## src/rtl/isa_window_doorbell.sv

```systemverilog
module isa_window_doorbell #(
  parameter int ADDR_W    = 20,
  parameter int REG_LSB   = 12,
  parameter int CARD_IRQS = 2
) (
  input  logic                 clk,
  input  logic                 rst,
  input  logic [ADDR_W-1:0]    host_addr,
  input  logic                 mem_strobe,
  output logic                 win_sel,
  input  logic                 base_wr,
  input  logic                 bell_wr,
  input  logic [7:0]           host_wdata,
  output logic [ADDR_W-REG_LSB-1:0] base_rdata,
  output logic [CARD_IRQS:0]   bell_rdata,
  input  logic                 card_raise_host,
  input  logic [CARD_IRQS-1:0] card_clr,
  output logic                 host_irq,
  output logic [CARD_IRQS-1:0] card_irq
);
  localparam int REG_W = ADDR_W - REG_LSB;
  localparam int RW_W  = REG_W - 2;

  logic [RW_W-1:0]      base_q;
  logic [CARD_IRQS-1:0] card_q;
  logic                 host_q;

  always_ff @(posedge clk) begin
    if (rst)          base_q <= '0;
    else if (base_wr) base_q <= host_wdata[RW_W:1];
  end

  assign base_rdata = {1'b1, base_q, 1'b0};
  assign win_sel    = mem_strobe && (host_addr[ADDR_W-1:REG_LSB+1] == base_rdata[REG_W-1:1]);

  for (genvar k = 0; k < CARD_IRQS; k++) begin : g_card
    logic set_k;
    assign set_k = bell_wr && host_wdata[k];
    always_ff @(posedge clk) begin
      if (rst)              card_q[k] <= 1'b0;
      else if (set_k)       card_q[k] <= 1'b1;
      else if (card_clr[k]) card_q[k] <= 1'b0;
    end
  end

  always_ff @(posedge clk) begin
    if (rst)                                 host_q <= 1'b0;
    else if (card_raise_host)                host_q <= 1'b1;
    else if (bell_wr && host_wdata[CARD_IRQS]) host_q <= 1'b0;
  end

  assign bell_rdata = {host_q, card_q};
  assign host_irq   = host_q;
  assign card_irq   = card_q;
endmodule

```

## config.mk

```make
export PLATFORM = sky130hd
export DESIGN_NAME = isa_window_doorbell
export DESIGN_NICKNAME = d
export VERILOG_FILES = /design/src/rtl/isa_window_doorbell.sv
export SDC_FILE = /design/constraint.sdc
export NUM_CORES = 1
export LEC_CHECK = 0
export ABC_AREA = 1
export ABC_CLOCK_PERIOD_IN_PS = 800
export CAP_MARGIN = 20
export CORE_AREA = 5 5 42 44
export CTS_BUF_LIST = sky130_fd_sc_hd__clkbuf_2 sky130_fd_sc_hd__clkbuf_4 sky130_fd_sc_hd__clkbuf_8
export CTS_CLUSTER_DIAMETER = 80
export DETAILED_ROUTE_END_ITERATION = 16
export DIE_AREA = 0 0 47 49
export DONT_BUFFER_PORTS = 1
export GPL_TIMING_DRIVEN = 0
export HOLD_SLACK_MARGIN = 0.12
export PLACE_DENSITY = 0.56
export SLEW_MARGIN = 20
export SYNTH_ARGS = -nofsm -noshare
export SYNTH_HDL_FRONTEND = slang
export SYNTH_SLANG_ARGS = --single-unit
```

## constraint.sdc

```tcl
create_clock -name clk -period 0.8 [get_ports clk]
set_input_delay 0.12 -clock clk [delete_from_list [all_inputs] [get_ports clk]]
set_output_delay 0.12 -clock clk [all_outputs]
set_load 0.05 [all_outputs]
```

==> results.md <==
* Outcome: finished, violations left
* Violated checks: setup timing
* Tot GR Track Use at 11.0%
* Final critical-path required period at about 1.4 ns
* Max Slew Vio Count at 0
* Top-area cell type share of the netlist area at between 30% and 40%
* Syn Nets at 114
* Total CTS buffers at 3
* DR WL/cell at between 10 and 15 um
* Crit path arrival time at roughly 1.3 ns
* Largest net degree at the start of global routing at 11
* IO Pins at a little over 50
* WL final at roughly 1200 um
* Finished Cell Area at 802 um^2
* Worst R2R Path Depth at 3
* Max Freq at slightly below 700 MHz
* Peak supply drop at roughly 1.2 mV
* Initial antenna violation count at 0
* ANT nets after route at 0
* Most common cell in the netlist: nand2_1
* Area Overhead vs Synth at 54.8%
* Final worst slack at -0.637 ns
* Synthesized flop and latch total at 9
* Iter 0 DRT Violations at 5
* Post-synth top area cell: dfxtp_1
* Final period util at 180%
* Power Dens Cells at 1580 nW/um^2
* Vias in the first global route at 461
* DRT Pass-1 Iters at 2
* Register share of total power at 47.9%
* Initial Util at a little under two fifths
* Worst-Skew Late Latency at approximately 0.25 ns
* Final setup viols at 14
* Post-synth cell types at 12
* Setup TNS at -1.46 ns
* Hold Crit Depth at 2
* CTS Buffer Depth at 2
* CTS tree: built
* CTS Sinks at 9
* Synth top area cells: dfxtp_1, nand2_1, a211oi_2
* Post-synth EDFFs at 0
* Worst R2R Setup Slack at -0.05 ns
* P_sw at 427 uW
* Non-filler cells, final at around 110
* First-pass GRT wire length at 1860 um
* CP startpoint kind: register
* Total leakage power at 0.000397 uW
* Syn Inst Count at 78
* Vias/cell at 4.29
* Area after DPL at 579 um^2
* Warnings from Yosys at 0
* Syn_area_per_cell at 6.64 um^2
* Worst Setup End Kind: primary output
* Switching part of the total at 33.7%
* DIE AREA at 2300 um^2
* Final clock skew at 0 ns
* Port buffer count at 0
* Gr ovfl total at 0
* Via Count at 481
* Cell Int Power at between 800 and 900 uW
* Hold_ws at 0.166 ns
* Ant diodes at 0
* DRC at 0
* Nets@finish at 133
* Reg clk slew, reported paths at 0.06 ns
* Placed insts at 94
* Post-synth ARST share at 0%
* Post-Syn Area at roughly 520 um^2
* CP Max Fanout at 3
* Max cap viols at 0
* Site Rows at 14
* Sequential fraction of the synthesis area at 34.8%
* Share of power burned in the clock network at 29.2%
* Die X at 47 um
* Core Box Area at 1400 um^2
* Hold WC Path Type: in -> reg
* Post-DP HPWL at 872 um
* RSZ-0062 raised after global routing: yes
* Required time of the critical path at 0.68 ns
* Share of total power in combinational logic at around 23%
* # H-tree levels at 1
* Fraction of layout cells with a size suffix above 1 at 36.5%
* Fin util at a little under three fifths
* Final hold violation count at 0
* Most frequent cells after synthesis: nand2_1, inv_1, nor2_1
* Die Ht at 49 um
* Dominant synthesized flop cell: dfxtp_1
* Root Driver: clkbuf_4
* Setup CP Type: reg -> out
* GP Congestion at between 0.6 and 0.7
cell usage in the layout (no fill, tap or decap):
cell type        n
a211oi_2         5
buf_8            4
buf_4            3
a21oi_2          1
nor2_4           1
a21oi_1          4
dlygate4sd3_1    9
buf_2            1
inv_4            1
clkbuf_4         4
inv_1            9
nand2_1         24
nor2_1           9
dfxtp_4          9
dlymetal6s4s_1   3
clkbuf_16        1
conb_1           2
inv_2            5
nand3_1          1
path summary, 6_finish.rpt:
| check | endpoint | from |
|---|---|---|
| worst max-delay path | win_sel | base_q[1] |
| worst min-delay path | base_q[2] | rst |
| worst min register to register | base_q[4] | base_q[4] |
| worst max register to register | base_q[1] | base_q[1] |
registers in the layout (all words and copies together) (netlist names):
| signal | cells |
|---|---|
| bell_rdata | 2 |
| base_q | 6 |
| host_irq | 1 |
repair_timing:
action	CTS	global route
setup buffers	1	0
pin swaps	5	1
gates cloned	0	1
hold buffers	12	0
endpoints found under the setup margin	14	20
endpoints found under the hold margin	9	0
gates resized for setup	7	7
critical path: stages (launching register included):
cell and delay (ns):
dfxtp_4 0.45, inv_2 0.05, nand2_1 0.05, nand2_1 0.05
nor2_1 0.10, nand2_1 0.10, nor2_4 0.28
cell families (layout without fill, tap and decap cells):
kind of cell	count (synthesis)	count (layout)	synth area share, %
buffers and inverters	22	40	21.3
other	2	2	1.45
AO/OA/AOI/OAI	10	10	16.9
AND/OR/NAND/NOR	35	35	25.6
flip-flops	9	9	34.8
through the flow:
stage / worst slack [ns] / total power, uW
2_1_floorplan: -0.349 / 791
4_1_cts: -0.665 / 1270
3_5_place_dp: -0.410 / 816
6_report: -0.637 / 1270
5_1_grt: -0.736 / 1360
3_3_place_gp: -0.415 / 811
final cells by class:
type                    count  area, um^2
well taps                  16        20.0
clock buffers               4        30.0
plain buffers               7        80.1
flip-flops and latches      9         214
multi-input cells          47         239
inverters                  15        58.8
fillers                   130         599
repair buffers             14         160
power by group through the flow:
stage / registers [uW] / clock network [uW] / logic [uW]
2_1_floorplan: 605 / 0 / 186
3_3_place_gp: 612 / 0 / 200
3_5_place_dp: 612 / 0 / 204
4_1_cts: 606 / 392 / 271
5_1_grt: 613 / 426 / 318
6_report: 606 / 370 / 290
layer usage:
layer	share of wire (%)	track usage, %	up-vias
met2	52	17.6	23
met3	11	3.69	2
met5	0	0	-
met1	35	12.2	194
li1	-	-	262
met4	1.0	5.53	0
(Power assumes the default switching activity.)
